**src/rtl/extint_pkg.sv**
```systemverilog
package extint_pkg;

  localparam int CTRL_W    = 4;
  localparam int TMR_BIT   = 0;
  localparam int BOTH_BIT  = 1;
  localparam int POL_BIT   = 2;
  localparam int SPARE_BIT = 3;

  typedef struct packed {
    logic spare;
    logic pol;
    logic both;
    logic tmr_en;
  } ctrl_t;

  // Fold the pin with the polarity: 1 means "pin at the active level".
  function automatic logic active_level(input logic pin, input logic pol);
    return pol ? pin : ~pin;
  endfunction

  // Detection on the folded sample: a rising step, or any step in both mode.
  function automatic logic edge_hit(input logic cur, input logic prev,
                                    input logic both);
    return both ? (cur ^ prev) : (cur & ~prev);
  endfunction

  // Flag next state: a set beats a clear.
  function automatic logic flag_next(input logic cur, input logic set,
                                     input logic clr);
    return set | (cur & ~clr);
  endfunction

endpackage

```
**src/rtl/extint_sync.sv**
```systemverilog
module extint_sync #(
  parameter int STAGES = 2
) (
  input  logic clk,
  input  logic rst_n,
  input  logic d,
  output logic q
);
  localparam int LAST = STAGES - 1;

  logic [STAGES-1:0] chain;

  for (genvar i = 0; i < STAGES; i++) begin : g_stage
    if (i == 0) begin : g_first
      always_ff @(posedge clk or negedge rst_n) begin
        if (!rst_n) chain[i] <= 1'b0;
        else        chain[i] <= d;
      end
    end else begin : g_next
      always_ff @(posedge clk or negedge rst_n) begin
        if (!rst_n) chain[i] <= 1'b0;
        else        chain[i] <= chain[i-1];
      end
    end
  end

  assign q = chain[LAST];
endmodule

```
**src/rtl/extint_ctrl_reg.sv**
```systemverilog
module extint_ctrl_reg
  import extint_pkg::*;
(
  input  logic              clk,
  input  logic              rst_n,
  input  logic              wr_en,
  input  logic [CTRL_W-1:0] wdata,
  input  logic              rd_en,
  output logic [CTRL_W-1:0] rdata,
  output ctrl_t             ctrl
);
  ctrl_t ctrl_q;

  always_ff @(posedge clk or negedge rst_n) begin
    if (!rst_n)     ctrl_q <= '0;
    else if (wr_en) ctrl_q <= ctrl_t'(wdata);
  end

  assign ctrl  = ctrl_q;
  assign rdata = rd_en ? CTRL_W'(ctrl_q) : '0;
endmodule

```
**src/rtl/extint_edge_det.sv**
```systemverilog
module extint_edge_det
  import extint_pkg::*;
(
  input  logic clk,
  input  logic rst_n,
  input  logic pin_s,
  input  logic pol,
  input  logic both,
  output logic act_now,
  output logic act_prev,
  output logic det
);
  // The current folded sample uses the current polarity. A polarity
  // rewrite therefore looks like a step of the folded sample.
  assign act_now = active_level(pin_s, pol);

  // Reset value matches pin low with falling polarity, so there is no
  // detection in the first cycle.
  always_ff @(posedge clk or negedge rst_n) begin
    if (!rst_n) act_prev <= 1'b1;
    else        act_prev <= act_now;
  end

  assign det = edge_hit(act_now, act_prev, both);
endmodule

```
**src/rtl/extint_req_flag.sv**
```systemverilog
module extint_req_flag
  import extint_pkg::*;
(
  input  logic clk,
  input  logic rst_n,
  input  logic set,
  input  logic clr,
  output logic flag
);
  always_ff @(posedge clk or negedge rst_n) begin
    if (!rst_n) flag <= 1'b0;
    else        flag <= flag_next(flag, set, clr);
  end
endmodule

```
**src/rtl/extint_edge_ctrl.sv**
```systemverilog
module extint_edge_ctrl
  import extint_pkg::*;
#(
  parameter int SYNC_STAGES = 2
) (
  input  logic              clk,
  input  logic              rst_n,
  input  logic              pin_in,
  input  logic              wr_en,
  input  logic [CTRL_W-1:0] wdata,
  input  logic              rd_en,
  output logic [CTRL_W-1:0] rdata,
  input  logic              flag_clr,
  output logic              req_flag,
  output logic              level_match,
  output logic              timer_gate_en
);
  ctrl_t ctrl;
  logic  pin_s;
  logic  act_now;
  logic  act_prev;
  logic  edge_det;

  extint_sync #(.STAGES(SYNC_STAGES)) u_sync (
    .clk  (clk),
    .rst_n(rst_n),
    .d    (pin_in),
    .q    (pin_s)
  );

  extint_ctrl_reg u_reg (
    .clk  (clk),
    .rst_n(rst_n),
    .wr_en(wr_en),
    .wdata(wdata),
    .rd_en(rd_en),
    .rdata(rdata),
    .ctrl (ctrl)
  );

  extint_edge_det u_det (
    .clk     (clk),
    .rst_n   (rst_n),
    .pin_s   (pin_s),
    .pol     (ctrl.pol),
    .both    (ctrl.both),
    .act_now (act_now),
    .act_prev(act_prev),
    .det     (edge_det)
  );

  extint_req_flag u_flag (
    .clk  (clk),
    .rst_n(rst_n),
    .set  (edge_det),
    .clr  (flag_clr),
    .flag (req_flag)
  );

  assign level_match   = act_now;
  assign timer_gate_en = ctrl.tmr_en;
endmodule

```
**config.mk**
```make
export PLATFORM = sky130hd
export DESIGN_NAME = extint_edge_ctrl
export DESIGN_NICKNAME = d
export VERILOG_FILES = /design/src/rtl/extint_pkg.sv /design/src/rtl/extint_sync.sv /design/src/rtl/extint_ctrl_reg.sv /design/src/rtl/extint_edge_det.sv /design/src/rtl/extint_req_flag.sv /design/src/rtl/extint_edge_ctrl.sv
export SDC_FILE = /design/constraint.sdc
export NUM_CORES = 1
export LEC_CHECK = 0
export CORE_AREA = 2 2 39 41
export CTS_CLUSTER_DIAMETER = 120
export DETAILED_ROUTE_END_ITERATION = 10
export DIE_AREA = 0 0 41 43
export DONT_BUFFER_PORTS = 1
export PLACE_DENSITY = 0.42
export SYNTH_ARGS = -nofsm -noshare
export SYNTH_HDL_FRONTEND = slang
export SYNTH_HIERARCHICAL = 1
export SYNTH_SLANG_ARGS = --single-unit
```
**constraint.sdc**
```tcl
create_clock -name clk -period 1.45 [get_ports clk]
set_input_delay 0.2175 -clock clk [delete_from_list [all_inputs] [get_ports clk]]
set_output_delay 0.2175 -clock clk [all_outputs]
set_load 0.05 [all_outputs]
```
==> impl_metrics.csv <==
group,metric,value,unit
global_routing,grt_pass1_wl,910,µm
synth,synth_top_area_cell,"dfrtp_1",
cts,htreeDepth,1,
pwr,cellPowerDensity,1394,mW/mm²
timing,rsz0062_at_grt,"false",
timing,slew_headroom,67.33,%
timing,fmax,752.6,MHz
drt,antenna_left,0,
floorplan,die_h,43,µm
layout,final_nets,45,
synth,yosysSeqAreaShare,63.64,%
floorplan,std_cell_rows,14,
layout,final_core_util,32.10,%
timing,fin_crit_sh,91.63,%
timing,finalCriticalPeriod,1329,ps
drt,route.detailed.drc,0,
layout,layout-drive-gt1-share,27.27,%
global_routing,track_usage,8.749,%
pwr,leakagePower,0.2022,nW
synth,syn_nets,34,
global_routing,grt_overflow,0,
synth,synth_area,316.6,µm²
floorplan,die-area,0.001763,mm²
synth,ys_ff_latch,8,
cts,clock_sinks,8,
cts,clockRootBuffer,"clkbuf_4",
synth,yosys-top-cells-area,"dfrtp_1 (55%), mux2_1 (14%), dfstp_2 (8.3%), and2_1 (7.9%), ha_1 (4.0%)",
floorplan,fp.dieW,41,µm
cts,clkLatencyLatePin,260,ps
floorplan,ios,17,
synth,ys_warn_count,6,
drt,wl_per_cell,11.65,µm
synth,synth.area.mux_share,14.23,%
timing,fin_skew,5.189,ps
critical_path,setup.worst_path.end_class,"output port",
critical_path,path_max_fanout,3,
layout,most-common-layout-cells,"dfrtp_1 (7), and2_1 (4), mux2_1 (4)",
synth,synth-compound-area-share,3.953,%
cts,cts_resized,0,
drt,drt_iter0_drc,3,
layout,nFillCells,145,
timing,finalSetupViolations,0,
timing,worst_pin_slew,493.5,ps
pwr,vdd_drop_max,0.0004276,V
run,max_cap_viol_count,0,
cts,cts_inserted_buffers,3,
critical_path,path_class,"flip-flop to output port",
layout,syn_to_final_growth,40.32,%
critical_path,arrival,1110,ps
synth,synth.avg_cell_area,13.76,µm²
placement,gp_congestion,0.5752,
outcome,status,"finished clean",
global_routing,grt_max_degree,9,
critical_path,startpoint_type,"flip-flop",
placement,io_buffers,0,
timing,setup_tns,0,ps
critical_path,cp.required,1230,ps
cts,cts_tree,"done",
timing,hold_viol_final,0,
drt,vias,206,
layout,antenna_cells,0,
placement,hpwl,440.6,µm
synth,synth_top_area_share,55.34,%
drt,viasPerCell,4.204,
synth,synth.distinct_cells,10,
synth,synthSimpleGateAreaFrac,9.091,%
timing,finalMaxSlewViolations,0,
synth,synthAdderAreaFrac,3.953,%
drt,firstDrtPassIters,2,
synth,synth_top_family_by_area,"multiplexers",
global_routing,antenna_found_initial,0,
synth,synthCells,23,
drt,routed_wl,571,µm
floorplan,initial_utilization,22.88,%
floorplan,core_area,0.001384,mm²
layout,layout_commonest_cell,"dfrtp_1",
global_routing,grt_pass1_vias,217,
cts,clkTransAtPathRegs,60,ps
synth,yosys.area_share.xor_xnor,2.767,%
cts,clk_path_buf_depth,2,
hold_path,hp-class,"primary input to flip-flop",
==> metrics by stage <==
stage          instances  total power (W)  hold slack, ps  worst slack (ps)  area [µm²]
2_1_floorplan         23        0.0003955          -78.09             24.15       335.3
3_3_place_gp          43        0.0004270          -77.84             259.0       397.9
3_5_place_dp          43        0.0004304          -77.86             245.3       397.9
4_1_cts               49        0.0006319           79.43             102.5       444.2
5_1_grt               49        0.0006576           71.44             76.68       444.2
6_report              49        0.0006191           88.57             121.4       444.2
==> path summary, 6_finish.rpt <==
check	startpoint	to	slack [ps]	depth (start not counted)
max in group asynchronous	rst_n	u_det/act_prev$_DFF_PN1_	850	1
min in group asynchronous	rst_n	u_reg/ctrl[2]$_DFFE_PN0P_	300	1
setup / recovery	u_reg/ctrl[2]$_DFFE_PN0P_	level_match	120	2
hold reg to reg	u_sync/chain[0]$_DFF_PN0_	u_sync/q$_DFF_PN0_	350	0
setup reg to reg	u_reg/ctrl[2]$_DFFE_PN0P_	u_flag/flag$_DFF_PN0_	230	4
hold / removal	wdata[1]	u_reg/ctrl[1]$_DFFE_PN0P_	90	1
==> logic make-up after synthesis <==
family / Yosys count
multiplexers: 4
adder cells (fa/ha/maj): 1
XOR/XNOR: 1
AND/OR/NAND/NOR: 5
buffers and inverters: 2
flip-flops: 8
AO/OA/AOI/OAI: 2
==> synthesized netlist by cell type, drive strengths merged <==
library cell  number
dfrtp              7
and2               4
mux2               4
inv                2
a21o               1
a21oi              1
dfstp              1
ha                 1
nor2               1
xnor2              1
==> report_power, final <==
| group | switching, W | total [W] | leakage [nW] | internal, W |
|---|---|---|---|---|
| clock network | 0.0000814 | 0.000187 | 0.0150 | 0.000106 |
| registers | 0.0000425 | 0.000293 | 0.0915 | 0.000251 |
| logic | 0.0000836 | 0.000139 | 0.0957 | 0.0000552 |
| total | 0.000207 | 0.000619 | 0.202 | 0.000412 |
==> layout make-up <==
class	instances	area, µm²	area share (%)
clock buffer	4	26.28	5.915
timing repair buffer	6	62.56	14.08
sequential	8	201.4	45.35
tap	16	20.02	4.507
inverter	2	7.507	1.690
multi-input combinational	13	126.4	28.45
==> flip-flops by register name, summed over array words and instances, names as in the netlist <==
name            count
u_sync/chain        1
u_flag/flag         1
u_det/act_prev      1
u_reg/ctrl          4
u_sync/q            1
==> repair_timing <==
item / CTS / global route
hold endpoints to repair: 9 / 0
hold buffers: 2 / 0
endpoints found under the setup margin: 0 / 0
buffers inserted: 0 / 0
==> worst max-delay path, stage by stage (launching register included) <==
cell and delay, ps:
dfrtp_1 450, xnor2_4 180, buf_4 220
==> metal layers <==
metal	vias to the layer above	track usage [%]	part of all wire, %
li1	94	-	-
met1	100	10.74	42
met2	10	9.063	46
met3	2	5.236	11
met4	0	10.00	0.88
met5	-	0	0
(Power assumes the default switching activity.)
